## src/rtl/i2c_ptr_slave.sv

```systemverilog
module i2c_ptr_slave #(
  parameter int AW = 7,
  parameter int DW = 8
) (
  input  logic          clk,
  input  logic          rst_n,
  input  logic          scl_i,
  input  logic          sda_i,
  input  logic [AW-1:0] addr_pin,
  output logic          sda_oe,
  output logic [DW-1:0] reg_ptr,
  output logic          wr_en,
  output logic [DW-1:0] wr_data,
  output logic          rd_req,
  input  logic [DW-1:0] rd_data
);
  localparam int CW = $clog2(DW + 1);

  typedef enum logic [2:0] {S_IDLE, S_RX, S_ACK, S_TX, S_MACK} st_t;

  logic [1:0] scl_sy, sda_sy;
  logic       scl_d, sda_d;
  logic       scl, sda, rise, fall, start_c, stop_c;

  st_t          st;
  logic [CW-1:0] bitcnt;
  logic [DW-1:0] sh;
  logic [1:0]    nbyte;
  logic          rnw, seen, locked;
  logic [AW-1:0] addr_q, match;

  always_ff @(posedge clk or negedge rst_n) begin
    if (!rst_n) begin
      scl_sy <= '1;
      sda_sy <= '1;
      scl_d  <= 1'b1;
      sda_d  <= 1'b1;
    end else begin
      scl_sy <= {scl_sy[0], scl_i};
      sda_sy <= {sda_sy[0], sda_i};
      scl_d  <= scl_sy[1];
      sda_d  <= sda_sy[1];
    end
  end

  assign scl     = scl_sy[1];
  assign sda     = sda_sy[1];
  assign rise    = scl & ~scl_d;
  assign fall    = ~scl & scl_d;
  assign start_c = scl & scl_d & sda_d & ~sda;
  assign stop_c  = scl & scl_d & ~sda_d & sda;
  assign match   = locked ? addr_q : addr_pin;

  always_ff @(posedge clk or negedge rst_n) begin
    if (!rst_n) begin
      st      <= S_IDLE;
      bitcnt  <= '0;
      sh      <= '0;
      nbyte   <= '0;
      rnw     <= 1'b0;
      seen    <= 1'b0;
      locked  <= 1'b0;
      addr_q  <= '0;
      reg_ptr <= '0;
      wr_en   <= 1'b0;
      wr_data <= '0;
      rd_req  <= 1'b0;
      sda_oe  <= 1'b0;
    end else begin
      wr_en  <= 1'b0;
      rd_req <= 1'b0;
      if (start_c) begin
        st     <= S_RX;
        bitcnt <= '0;
        nbyte  <= '0;
        rnw    <= 1'b0;
        sda_oe <= 1'b0;
      end else if (stop_c) begin
        st     <= S_IDLE;
        sda_oe <= 1'b0;
      end else begin
        case (st)
          S_RX: begin
            if (rise) begin
              sh     <= {sh[DW-2:0], sda};
              bitcnt <= bitcnt + 1'b1;
            end else if (fall && bitcnt == CW'(DW)) begin
              bitcnt <= '0;
              if (nbyte == 2'd0) begin
                if (sh[DW-1 -: AW] == match) begin
                  st     <= S_ACK;
                  sda_oe <= 1'b1;
                  rnw    <= sh[0];
                  rd_req <= sh[0];
                  nbyte  <= 2'd1;
                  if (!locked) begin
                    if (seen) begin
                      locked <= 1'b1;
                      addr_q <= addr_pin;
                    end else begin
                      seen <= 1'b1;
                    end
                  end
                end else begin
                  st <= S_IDLE;
                end
              end else begin
                st     <= S_ACK;
                sda_oe <= 1'b1;
                if (nbyte == 2'd1) begin
                  reg_ptr <= sh;
                  nbyte   <= 2'd2;
                end else begin
                  wr_en   <= 1'b1;
                  wr_data <= sh;
                end
              end
            end
          end
          S_ACK: begin
            if (fall) begin
              bitcnt <= '0;
              if (rnw) begin
                st     <= S_TX;
                sh     <= rd_data;
                sda_oe <= ~rd_data[DW-1];
              end else begin
                st     <= S_RX;
                sda_oe <= 1'b0;
              end
            end
          end
          S_TX: begin
            if (fall) begin
              if (bitcnt == CW'(DW - 1)) begin
                st     <= S_MACK;
                sda_oe <= 1'b0;
              end else begin
                bitcnt <= bitcnt + 1'b1;
                sh     <= {sh[DW-2:0], 1'b0};
                sda_oe <= ~sh[DW-2];
              end
            end
          end
          S_MACK: begin
            if (rise) st <= S_IDLE;
          end
          default: st <= S_IDLE;
        endcase
      end
    end
  end
endmodule

```

## config.mk

```make
export PLATFORM = sky130hd
export DESIGN_NAME = i2c_ptr_slave
export DESIGN_NICKNAME = d
export VERILOG_FILES = /design/src/rtl/i2c_ptr_slave.sv
export SDC_FILE = /design/constraint.sdc
export NUM_CORES = 1
export LEC_CHECK = 0
export ABC_AREA = 0
export ABC_CLOCK_PERIOD_IN_PS = 4300
export BUFFER_PORTS_ARGS = -buffer_cell sky130_fd_sc_hd__clkbuf_2
export CAP_MARGIN = 10
export CORE_MARGIN = 2
export CORE_UTILIZATION = 30
export CTS_CLUSTER_SIZE = 16
export DETAILED_ROUTE_END_ITERATION = 7
export SYNTH_ARGS = -nofsm -noshare
export SYNTH_HDL_FRONTEND = slang
export SYNTH_SLANG_ARGS = --single-unit
```

## constraint.sdc

```tcl
create_clock -name clk -period 4.3 [get_ports clk]
set_input_delay 1.29 -clock clk [delete_from_list [all_inputs] [get_ports clk]]
set_output_delay 1.29 -clock clk [all_outputs]
set_load 0.005 [all_outputs]
```

Word level (Yosys, flattened, before mapping)
Cells that the tools add are included.
{"block": "totals", "ram_bits": 0, "out_inout_bits": 19, "register_bits": 52, "elab_cells": 154, "latchBits": 0, "n_memories": 0, "inputBits": 19, "romBits": 0}
{"block": "classes", "magnitude_cmp": 0, "n_shift": 0, "n_reduce_logical": 21, "n_bitwise": 19, "muxes": 69, "n_eq_ne": 27, "n_div": 0, "add_sub_neg": 1, "mul": 0}
{"op": "$mux 8", "n": 5}
{"op": "$mux 1", "n": 33}
{"op": "$reduce_and 6->1", "n": 5}
{"op": "$mux 4", "n": 7}
{"op": "$ne 4x4->1 const B", "n": 7}
{"op": "$mux 3", "n": 9}
{"op": "$pmux 8 s3", "n": 1}
{"op": "$reduce_and 7->1", "n": 3}
{"op": "$mux 2", "n": 10}
{"op": "$reduce_and 8->1", "n": 2}
{"op": "$ne 2x2->1 const B", "n": 6}
{"op": "$not 1->1", "n": 12}
{"op": "$pmux 3 s4", "n": 1}
{"op": "$pmux 4 s3", "n": 1}
{"op": "$ne 3x3->1 const B", "n": 3}
{"op": "$reduce_and 9->1", "n": 1}
{"op": "$reduce_bool 2->1", "n": 4}
{"op": "$and 1x1->1", "n": 7}
{"op": "$eq 7x7->1", "n": 1}
{"op": "$mux 7", "n": 1}
{"op": "$eq 3x2->1 const B", "n": 2}
{"op": "$reduce_bool 3->1", "n": 2}
{"op": "$ne 5x5->1 const B", "n": 1}
{"op": "$reduce_bool 5->1", "n": 1}
{"op": "12 further kinds", "n": 12}

Depth between registers and ports, before layout
Gate-level depths: netlist of run 1.
{"block": "depth", "depth_word": 9, "ltp_mapped": 8, "depth_no_buf": 7}

Worst setup path after synthesis of run 1
OpenSTA, ideal clock, no wires.
{"block": "synth_path", "path_kind": "input -> register", "start": "input addr_pin[5]", "end": "register seen", "setup_time_ps": 96, "stages": 5, "required_ps": 4204, "slack_ps": 1722, "t_arrival_ps": 2482, "cell_sequence": "mux2i_1 > xnor2_1 > nor4_2 > nand3_1 > o31ai_1"}
{"block": "synth_via", "elab_chain_cells": 3}
{"item": "start: declaration", "line": "9", "text": "input logic [AW-1:0] addr_pin,"}
{"item": "$mux 7", "line": "52", "text": "assign match = locked ? addr_q : addr_pin;"}
{"item": "$eq 7x7->1", "line": "90", "text": "if (sh[DW-1 -: AW] == match) begin"}
{"item": "$reduce_and 8->1 (no line)"}
{"item": "end signal: assignment", "line": "61", "text": "seen <= 1'b0;"}
{"item": "end signal: assignment", "line": "101", "text": "seen <= 1'b1;"}
{"item": "end: declaration", "line": "29", "text": "logic rnw, seen, locked;"}
Every way passes these cells.
A chain may end at the register's enable or synchronous reset.

Final worst setup path of run 1
{"block": "layout_path", "start": "register st[0]", "end": "register reg_ptr[5]"}
{"block": "layout_via", "elab_chain_cells": 2}
{"item": "start: declaration", "line": "25", "text": "st_t st;"}
{"item": "start signal: assignment", "line": "56", "text": "st <= S_IDLE;"}
{"item": "start signal: assignment", "line": "73", "text": "st <= S_RX;"}
{"item": "start signal: assignment", "line": "79", "text": "st <= S_IDLE;"}
{"item": "$eq 3x1->1", "line": "82", "text": "case (st)"}
{"item": "$reduce_and 7->1 (no line)"}
{"item": "end signal: assignment", "line": "111", "text": "reg_ptr <= sh;"}
{"item": "end: declaration", "line": "11", "text": "output logic [DW-1:0] reg_ptr,"}
Every way passes these cells.

==> results of run 1 <==
==> worst register-to-register path, stage by stage (launching register included) <==
cell     delay (ns)
dfrtp_1        0.63
nor3b_4        0.29
or4b_1         0.62
nor3_2         0.63
mux2_2         0.41
==> state kept, by name (all words and copies together), names as in the netlist, 2 cells and up <==
signal	flops
bitcnt	4
scl_sy	2
wr_data	8
sda_sy	2
st	3
sh	8
nbyte	2
reg_ptr	8
addr_q	7
==> metrics by stage <==
stage	utilization [%]	std cells	total power (uW)	setup slack (ns)
after CTS	35.1	377	1090	1.62
final	35.1	377	1080	1.60
after global placement	34.0	369	791	1.46
after global routing	35.1	377	1140	1.44
after floorplan	-	229	725	1.72
after detailed placement	34.0	369	795	1.38
==> per-layer routing <==
metal	GRT usage [%]	wire length, um	vias to the layer above
met2	20.7	2640	35
li1	-	-	899
met1	16.7	2710	911
met4	2.67	65	0
met5	0	0	-
met3	3.02	211	8
==> logic make-up (layout without fill, tap and decap cells) <==
logic type / after synthesis / after routing / synth area share, %
buffers and inverters: 17 / 57 / 2.86
adder cells (fa/ha/maj): 2 / 2 / 0.953
multiplexers: 46 / 46 / 19.2
flip-flops: 52 / 52 / 49.8
AND/OR/NAND/NOR: 67 / 67 / 15.3
XOR/XNOR: 8 / 8 / 2.67
AO/OA/AOI/OAI: 37 / 37 / 9.20
==> area by class of cell <==
class | count | area (um^2) | share of cell area, %
clock buffer | 5 | 68.8 | 2.28
multi-input combinational | 160 | 1240 | 41.2
tap | 108 | 135 | 4.48
clock inverter | 3 | 26.3 | 0.870
timing repair buffer | 39 | 200 | 6.63
inverter | 10 | 37.5 | 1.24
sequential | 52 | 1310 | 43.3
==> power by group through the flow <==
stage          clock (uW)  combinational [uW]  sequential (uW)
2_1_floorplan           0                 136              589
3_5_place_dp            0                 177              618
5_1_grt               330                 197              618
3_3_place_gp            0                 172              618
6_report              297                 175              605
4_1_cts               306                 178              609
==> cells in the final DEF, fill, tap and decap left out, types with 2 or more instances in the layout <==
cell type / n
a21oi_1: 8
a2bb2oi_1: 2
a31oi_1: 2
buf_4: 2
clkbuf_2: 37
clkbuf_8: 5
dfrtp_1: 46
dfstp_2: 6
ha_1: 2
inv_1: 10
inv_6: 2
mux2_2: 34
mux2i_1: 12
nand2_1: 19
nand2b_1: 4
nand3_1: 6
nand3b_1: 2
nor2_1: 10
nor2b_1: 2
nor3_1: 6
nor3b_1: 2
o211ai_1: 5
o21a_1: 3
o21ai_0: 7
o22ai_1: 2
o31ai_1: 2
or3_1: 2
xnor2_1: 8
==> worst paths after layout <==
check	end	start	cells past startpoint	slack, ns
worst max register to register	reg_ptr[5]$_DFFE_PN0P_	st[0]$_DFFE_PN0P_	4	1.60
worst min register to register	sda_sy[1]$_DFF_PN1_	sda_sy[0]$_DFF_PN1_	0	0.36
worst min-delay path	sda_sy[1]$_DFF_PN1_	sda_sy[0]$_DFF_PN1_	0	0.36
min in group asynchronous	sh[4]$_DFFE_PN0P_	rst_n	1	0.90
max in group asynchronous	wr_data[0]$_DFFE_PN0P_	rst_n	2	2.73
worst max-delay path	reg_ptr[5]$_DFFE_PN0P_	st[0]$_DFFE_PN0P_	4	1.60
==> impl.org, run 1 <==
** Cells and area
- Final instance area :: 0.00302 mm^2
- Filler Cells Inserted :: 892
- Area grow syn2layout :: 15.0%
- Fin nets :: 289
- Number of diodes :: 0
- Share of final-layout standard cells stronger than drive strength 1 :: 34.9%

** Placed design
- Once placement finished, the instance area stood at 0.00292 mm^2.
- Count of input and output buffers :: 37
- Detailed placement finished with a half-perimeter wire length of 4300 um.
- The congestion estimate from routability-driven global placement came to 0.835.

** Power
- In this run switching power makes up 30.3% of total power.
- The internal portion of the total power is 751 uW.
- The clock network accounts for 27.6% of the total power.
- In this run the static leakage power is 0.00136 uW.
- In this run, flip-flops and latches consume 56.2% of the power.
- Maximum ir drop on the vdd rail :: 0.198 mV
- Dividing total power by cell area gives a power density of 357 mW/mm^2.
- Power dissipated by switching net loads :: 327 uW
- Per report_power, the combinational group accounts for 16.3% of the total.

** Logic synthesis
- In this run the cell area of the synthesized design comes to 0.00263 mm^2.
- By count the netlist is led by dfrtp_1 (46), mux2_2 (34), nand2_1 (19), mux2i_1 (12).
- Summed over all instances, the cell type with the most area after synthesis is dfrtp_1.
- The cell count after synthesis came out at 229.
- The synthesized design devotes to its leading area cell type 43.8% of total area.
- Of the synthesized area, sequential elements account for 49.8%.
- Yosys mapped the design onto 47 distinct sky130hd cell types.
- Mean post-synth cell area :: 11.5 um^2
- The most common cell in the synthesized netlist is dfrtp_1.
- Net Count, Synth :: 250
- For this run, asynchronously set or reset flops after synthesis account for 100%.
- Yosys mapped a number of flops with a built-in enable equal to 0.
- Counting flops and latches in the post-synthesis netlist gives 52.
- For this run, the leading register cell type out of synthesis is dfrtp_1.
- In the post-synthesis netlist, the biggest area contributors are dfrtp_1 (44%), mux2_2 (15%), dfstp_2 (6.0%).
- Synth warn :: 0

** Timing
- Measured against its own limit, the worst slew margin works out to 25.2%.
- Hold Slack :: 0.361 ns
- Final setup TNS :: 0 ns
- For the pin with the worst max-slew slack, the measured transition is 1.12 ns.
- Highest clock rate :: 0.371 GHz
- In the finished design, the share of the clock period the worst path needs comes to 62.7%.
- The worst path needs 2.70 ns of the cycle, external delays included.
- RSZ-0062 raised after global routing :: no
- Number of hold violations in the final report :: 0
- The count of pins over their slew limit was 0.
- Setup violations remaining at the end of the flow were counted as 0.
- Final Skew :: 0.0119 ns

** Critical path
- Of all nets on the critical path, the largest fanout is 14.
- The worst setup path is captured at a register.
- Together, buffers and inverters on the worst path number 0.
- The worst setup path is launched from a register.
- Highest-delay cell along the critical path :: dfrtp_1
- Cell-by-cell listing of the critical path :: nor3b_4 -> or4b_1 -> nor3_2 -> mux2_2
- Slowest cell delay on critical path :: 0.63 ns
- Kind of cell with the highest combined delay on the critical path :: simple AND/OR/NAND/NOR gates
- The critical path is of the reg -> reg type.
- Arrival @ worst endpoint :: 2.89 ns
- STA puts the critical path data required time at 4.50 ns.

** Global route
- Pin count of the biggest net entering global routing :: 24
- Antenna violations before repair :: 0
- Global route overflow :: 0
- The number of global-route vias before repair was 1953.
- Overall fraction of global-route tracks in use :: 12.5%
- Wire length of the first global-routing pass :: 9650 um

** Floorplan
- The core region is 0.00859 mm^2.
- The initial utilization of the core area, before any placement, comes to 30.6%.
- The die covers 0.00952 mm^2.
- Die Width :: 97.6 um
- The die is 97.6 um tall.
- 38 I/O pins were placed.
- The floorplan has 34 rows.

** Drt
- Routed wire per std cell :: 14.9 um
- Post-route antenna net violation count :: 0
- Before antenna repair, the detailed router went through 4 iterations.
- Total DRC errors in the routed layout :: 0
- After the first detailed-routing iteration, the DRC count stood at 75.
- Using the TritonRoute via totals, the vias-per-cell ratio works out to 4.92.
- Via count :: 1853
- Wires add up to 5630 um.

** Clocking
- Hold-fix buffers at CTS :: 0
- Clock root buffer master :: clkbuf_8
- PostCTS Resize Cnt :: 0
- CTS built an H-tree with a depth of 2.
- Number of CTS-inserted buffers :: 5
- The clock reaches the later pin of the worst-skew pair after 0.31 ns.
- CTS tree :: yes
- Post-CTS timing repair inserted 0 buffers for setup.
- Clock sink total :: 52
- After clock tree synthesis, the clock-pin slew on the worst setup and hold paths is 0.10 ns.
- Worst-case clock buffer depth :: 2

** Status
- The run finished with clean final reports.

** Min path
- In this run the worst hold path is classified as reg -> reg.

** Run
- Max-cap violations in this run came to 0.
(Power assumes the default switching activity.)
==> run 2: changes to the inputs <==
ABC_CLOCK_PERIOD_IN_PS = 2500   (was 4300)
clock period = 2.5 ns   (was 4.3 ns; I/O delays follow)
==> run 2 against run 1 <==
Global-route usage barely moved; sequential share of layout area fell by 1.1 points; largest cell class unchanged; clock power rose by 71%; sequential cell count did not move; final area rose by 2.7%; hold slack improved by 0.0013 ns.
==> impl.org, run 2 (synthesized netlist as in run 1, its figures left out) <==
** Drt
- First-pass detailed-route iteration total :: 4
- Wire segments on met2 add up to 2590 um in the final route.
- Once detail routing completed, the nets flagged for antenna violations numbered 0.
- Detailed routing placed a total of 394 um of wire on met3.
- Wires add up to 5680 um.
- Routed wire per std cell :: 14.7 um
- Routed signal wires occupy layers up through met4.
- Total DRC errors in the routed layout :: 0
- Starting DRT DRC Count :: 156
- Vias per cell :: 4.99
- Met1 layer wirelength in the final routing :: 2590 um
- For this block, the via count after detailed routing is 1927.

** Placed design
- Once placement finished, the instance area stood at 0.00300 mm^2.
- Count of input and output buffers :: 37
- Detailed placer's ending HPWL :: 4320 um
- Routability Congestion :: 0.866

** Critical path
- The worst setup path is launched from a register.
- Worst setup EP type :: register
- Top fanout value on the critical path :: 7
- The worst setup path is of the reg -> reg kind.
- STA puts the critical path data required time at 2.70 ns.
- Data arrives at the worst endpoint at 2.51 ns.

** Global route
- Entering global routing, the biggest net connects 33 pins.
- For this run, the total global-route usage over all layers was measured as 12.6%.
- The first global-routing pass estimated 9650 um of wire.
- Vias in the first global route :: 1968
- Global route overflow :: 0
- The initial antenna violation count is 0.

** Floorplan
- Core region area :: 0.00859 mm^2
- Once the floorplan was initialized, standard cells occupied 30.6% of the core.
- Number of ports placed on the die boundary :: 38
- The floorplan step defined a die boundary enclosing 0.00952 mm^2.
- Die Width :: 97.6 um
- # rows :: 34
- Vertical die dimension :: 97.6 um

** Power
- Summed over all cells, the static leakage comes to 0.00141 uW.
- Power spread over the standard cell area amounts to 605 mW/mm^2.
- Total power for the finished layout comes to 1870 uW.
- Across the VDD grid, the largest voltage drop is 0.287 mV.

** Timing
- After routing, the total negative slack on setup checks comes to 0 ns.
- The final critical path takes up 92.2% of the cycle.
- The worst pin sits at a relative slew slack of 60.8%.
- The number of hold violations in the final report is 0.
- Setup violations remaining at the end of the flow were counted as 0.
- Setup repair after global routing left no endpoint under its margin.
- Based on the critical path, the design can be clocked at up to 0.434 GHz.
- At the pin with the least slew margin, the transition time is 0.588 ns.
- The count of pins over their slew limit is 0.
- For the finished layout, the period the worst path requires is 2.31 ns.
- Final Skew :: 0.00433 ns

** Cells and area
- Number of diodes :: 0
- The largest registers in the layout are reg_ptr: 8 flops, sh: 8 flops, wr_data: 8 flops.
- Share of final-layout standard cells stronger than drive strength 1 :: 37.1%
- The net count of the finished layout is 298.
- The filler cells instantiated in the layout total 884.
- Final instance area :: 0.00310 mm^2
- Leaving out fill and tap cells, the most frequent cell in the layout is dfrtp_1.
- Relative to the synthesized area, the layout overhead comes to 18.0%.
- In the layout the commonest cells are dfrtp_1 (46), clkbuf_2 (37), mux2_2 (34).

** Clocking
- Hold-fix buffers at CTS :: 0
- In this run the deepest clock path goes through 2 buffers.
- Post-CTS repair changed the size of 0 cells.
- Post-CTS Setup Inserts :: 0
- TritonCTS built the clock tree.
- The clock tree synthesis step divided the H-tree into 2 levels.
- Clock root buffer master :: clkbuf_8
- Clock-pin slew was measured on the worst setup and hold paths at 0.10 ns.
- Clock sink total :: 52
- Clock latency on the worst-skew pair, taken at its later pin, is 0.31 ns.
- Clock tree synthesis inserted a total of 5 buffers.

** Status
- The flow ran to the end, and the final reports show no timing, DRC or antenna violations.

** Run
- Across the run, the number of max-cap violations was 0.

** Min path
- Min-Delay Path Class :: reg -> reg
==> run 2: path summary, 6_finish.rpt <==
kind | depth (start not counted) | slack [ns] | startpoint | to
worst min-delay path | 0 | 0.36 | sda_sy[0]$_DFF_PN1_ | sda_sy[1]$_DFF_PN1_
worst max register to register | 5 | 0.19 | scl_d$_DFF_PN1_ | addr_q[2]$_DFFE_PN0P_
min in group asynchronous | 1 | 0.42 | rst_n | st[0]$_DFFE_PN0P_
worst min register to register | 0 | 0.36 | sda_sy[0]$_DFF_PN1_ | sda_sy[1]$_DFF_PN1_
worst max-delay path | 5 | 0.19 | scl_d$_DFF_PN1_ | addr_q[2]$_DFFE_PN0P_
max in group asynchronous | 2 | 1.44 | rst_n | scl_d$_DFF_PN1_
==> run 2: power by group <==
part / internal [uW] / switching [uW] / total (uW)
combinational: 178 / 150 / 328
sequential: 924 / 113 / 1040
clock: 204 / 305 / 509
total: 1310 / 568 / 1870
==> run 2: area by class of cell <==
type | instances | area, um^2 | share of cell area (%)
clock buffer | 5 | 68.8 | 2.22
clock inverter | 3 | 26.3 | 0.848
multi-input combinational | 160 | 1240 | 40.1
sequential | 52 | 1310 | 42.2
tap | 108 | 135 | 4.36
inverter | 10 | 37.5 | 1.21
timing repair buffer | 48 | 280 | 9.04
==> run 2: stage by stage <==
stage | instances | hold WS (ns) | utilization (%) | setup WS (ns)
finish | 386 | 0.362 | 36.1 | 0.195
global route | 386 | 0.372 | 36.1 | 0.116
CTS | 386 | 0.363 | 36.1 | 0.179
detailed placement | 378 | 0.348 | 35.0 | 0.204
global placement | 378 | 0.347 | 35.0 | 0.241
floorplan | 229 | 0.345 | - | 0.332
==> run 2: critical path, stage by stage, from the launching register on <==
cell	delay (ns)
dfstp_2	0.59
nand2b_1	0.11
or4b_1	0.69
nor4_4	0.35
nand3_4	0.16
mux2_2	0.30
==> run 2: routing by layer <==
metal | vias to the layer above | GRT usage, %
met5 | - | 0
met3 | 12 | 3.67
met4 | 0 | 3.95
met1 | 946 | 17.3
met2 | 55 | 19.0
li1 | 914 | -
==> run 3: changes to the inputs <==
ABC_CLOCK_PERIOD_IN_PS = 2690   (was 2500)
clock period = 2.69 ns   (was 2.5 ns; I/O delays follow)
==> run 3 against run 2 <==
Fmax decreased by 1.8%; global-route usage increased by 0.32 points; largest power group unchanged; sequential share of layout area increased by 0.31 points; sequential cell count unchanged; largest cell class unchanged; hold slack got worse by 0.066 ns; final area decreased by 0.73%.
==> impl.org, run 3 (synthesized netlist as in run 1, its figures left out) <==
** Timing
- After layout, the worst setup slack is 0.342 ns.
- Final hold analysis gives a worst-case slack of 0.296 ns.
- Highest clock rate :: 0.426 GHz
- Fraction of the cycle the final worst path needs :: 87.3%
- After routing, the total negative slack on setup checks comes to 0 ns.
- Max_slew headroom :: 63.9%
- Number of hold violations in the final report :: 0
- For the finished layout, the period the worst path requires is 2.35 ns.
- The count of pins over their slew limit was 0.
- Setup repair after global routing left no endpoint under its margin.
- Number of setup violations in the final report :: 0
- For the pin with the worst max-slew slack, the measured transition is 0.537 ns.
- Final Skew :: 0.00726 ns

** Drt
- Total DRC errors in the routed layout :: 0
- Starting DRT DRC Count :: 77
- The first detailed-routing pass took 4 iterations.
- The routed layout has 1899 vias.
- After detailed routing, the number of vias per cell comes to 4.97.
- Routed wire per std cell :: 15.1 um
- Total detailed-routing wirelength :: 5780 um
- Post-route antenna net violation count :: 0

** Critical path
- The signal on the critical path passes through nor3b_4 -> or4b_1 -> nor4_4 -> nand3_4 -> mux2_2.
- In this run the worst setup path terminates at addr_q[1]$_DFFE_PN0P_.
- Capture instance of the worst register-to-register path :: addr_q[1]$_DFFE_PN0P_
- Slowest cell delay on critical path :: 0.63 ns
- Setup slack of the worst register-to-register path :: 0.34 ns
- Crit path buffers/inverters :: 0
- Counting cells, the worst reg-to-reg path comes to 5.
- On the critical path the largest part of the delay comes from simple AND/OR/NAND/NOR gates.
- Highest-delay cell along the critical path :: or4b_1
- Reg2reg start :: st[1]$_DFFE_PN0P_
- STA puts the critical path data required time at 2.89 ns.
- Critical Path Start Type :: register
- Critical Path Source :: st[1]$_DFFE_PN0P_
- Of all nets on the critical path, the largest fanout is 11.
- The worst setup path is captured at a register.
- Counting buffers and inverters, the worst setup path is 5 cells deep.
- The worst setup path is of the reg -> reg kind.
- STA puts the critical path data arrival time at 2.55 ns.

** Global route
- The initial antenna violation count was 0.
- Pin count of the biggest net entering global routing :: 31
- The number of global-route vias before repair came to 1927.
- Global route overflow :: 0
- Wire length of the first global-routing pass :: 9830 um
- Global routing used 12.9% of the available tracks across all layers.

** Placed design
- Routability Congestion :: 0.924
- Timing analysis after detailed placement gives a worst setup slack of 0.170 ns.
- Count of input and output buffers :: 37
- Detailed placer's ending HPWL :: 4350 um

** Clocking
- Worst-case clock buffer depth :: 2
- Hold-fix buffers at CTS :: 0
- PostCTS Resize Cnt :: 0
- Post-CTS Setup Inserts :: 0
- In this run the number of H-tree levels came out at 2.
- Clock sink total :: 52
- Clock transition at the registers of the reported paths :: 0.10 ns
- Number of CTS-inserted buffers :: 5
- Clock root buffer master :: clkbuf_8
- At the later pin of the worst-skew pair, clock insertion delay measures 0.31 ns.
- TritonCTS built the clock tree.

** Cells and area
- Number of diodes :: 0
- Leading cell type in the layout, fill and taps excluded :: dfrtp_1
- After the last flow step, the layout net total stands at 294.
- Registers with the highest flip-flop counts :: reg_ptr: 8 flops, sh: 8 flops, wr_data: 8 flops
- Relative to the synthesized area, the layout overhead comes to 17.2%.
- For this run, the share of the core covered by cells in the final layout is 35.8%.
- The top cell types in the final layout, fill and taps aside, are dfrtp_1 (46), clkbuf_2 (37), mux2_2 (34).
- Of the cells placed in the final design, the portion with a size suffix greater than 1 is 36.1%.

** Power
- Power dissipated by switching net loads :: 527 uW
- The clock network burns 30.7% of the power.
- Cell internal power was estimated by the tool at 1300 uW.
- Combinational logic is responsible for 16.1% of the overall power.
- Sequential cells account for 53.2% of the total power.
- Static Leak :: 0.00140 uW
- IR analysis of the VDD net gives a maximum drop of 0.262 mV.
- Switching share of power :: 28.9%
- Total power for the finished layout comes to 1820 uW.
- Pwr per Cell Area :: 593 mW/mm^2

** Floorplan
- Number of ports placed on the die boundary :: 38
- The floorplan has 34 rows.
- Core region area :: 0.00859 mm^2
- Vertical die dimension :: 97.6 um
- For this configuration, the core starts out at a cell density of 30.6%.
- The floorplan step defined a die boundary enclosing 0.00952 mm^2.
- The die is 97.6 um wide.

** Run
- Max-cap violations in this run came to 0.

** Min path
- The worst hold path belongs to the class in -> async.

** Status
- The flow ran to the end, and the final reports show no timing, DRC or antenna violations.
-- run 3: cell count changes in the layout (fill, tap and decap cells not counted) --
cell / previous run / this run
inv_6: 0 / 1
inv_8: 1 / 0
bufinv_16: 0 / 1
clkinvlp_4: 2 / 1
buf_4: 10 / 7
buf_12: 1 / 0
-- run 3: power groups by stage --
stage	logic [uW]	clock network (uW)	registers (uW)
5_1_grt	329	611	987
4_1_cts	297	580	975
6_report	293	560	970
3_5_place_dp	295	0	988
2_1_floorplan	217	0	941
3_3_place_gp	287	0	989
-- run 3: worst min path at each step --
stage / from / end / slack, ns / cells past startpoint
global placement: sda_sy[0]$_DFF_PN1_ / sda_sy[1]$_DFF_PN1_ / 0.35 / 0
detailed placement: sda_sy[0]$_DFF_PN1_ / sda_sy[1]$_DFF_PN1_ / 0.35 / 0
floorplan: scl_sy[0]$_DFF_PN1_ / scl_sy[1]$_DFF_PN1_ / 0.35 / 0
global route: rst_n / st[0]$_DFFE_PN0P_ / 0.29 / 1
CTS: rst_n / st[0]$_DFFE_PN0P_ / 0.30 / 1
finish: rst_n / st[0]$_DFFE_PN0P_ / 0.30 / 1
-- run 3: worst reg2reg max path: stages (launching register included) --
cell and delay (ns):
dfrtp_1 0.52, nor3b_4 0.26, or4b_1 0.63, nor4_4 0.35
nand3_4 0.16, mux2_2 0.32
-- run 3: layout make-up --
cell class                 instances  area, um^2
clock inverter                     3        46.3
clock buffer                       5        68.8
timing repair buffer              44         238
fill                             898        5520
sequential                        52        1310
tap                              108         135
inverter                          10        37.5
multi-input combinational        160        1240
-- run 3: layer usage --
layer | track usage (%) | vias to the layer above | routed length, um
met5 | 0 | - | 0
met4 | 4.70 | 0 | 114
met3 | 3.17 | 10 | 288
met2 | 20.0 | 47 | 2660
met1 | 17.5 | 935 | 2720
li1 | - | 907 | -
-- run 3: stage by stage --
| step | cells | instance area (um^2) |
|---|---|---|
| 2_1_floorplan | 229 | 2630 |
| 3_3_place_gp | 374 | 2960 |
| 3_5_place_dp | 374 | 2960 |
| 4_1_cts | 382 | 3080 |
| 5_1_grt | 382 | 3080 |
| 6_report | 382 | 3080 |
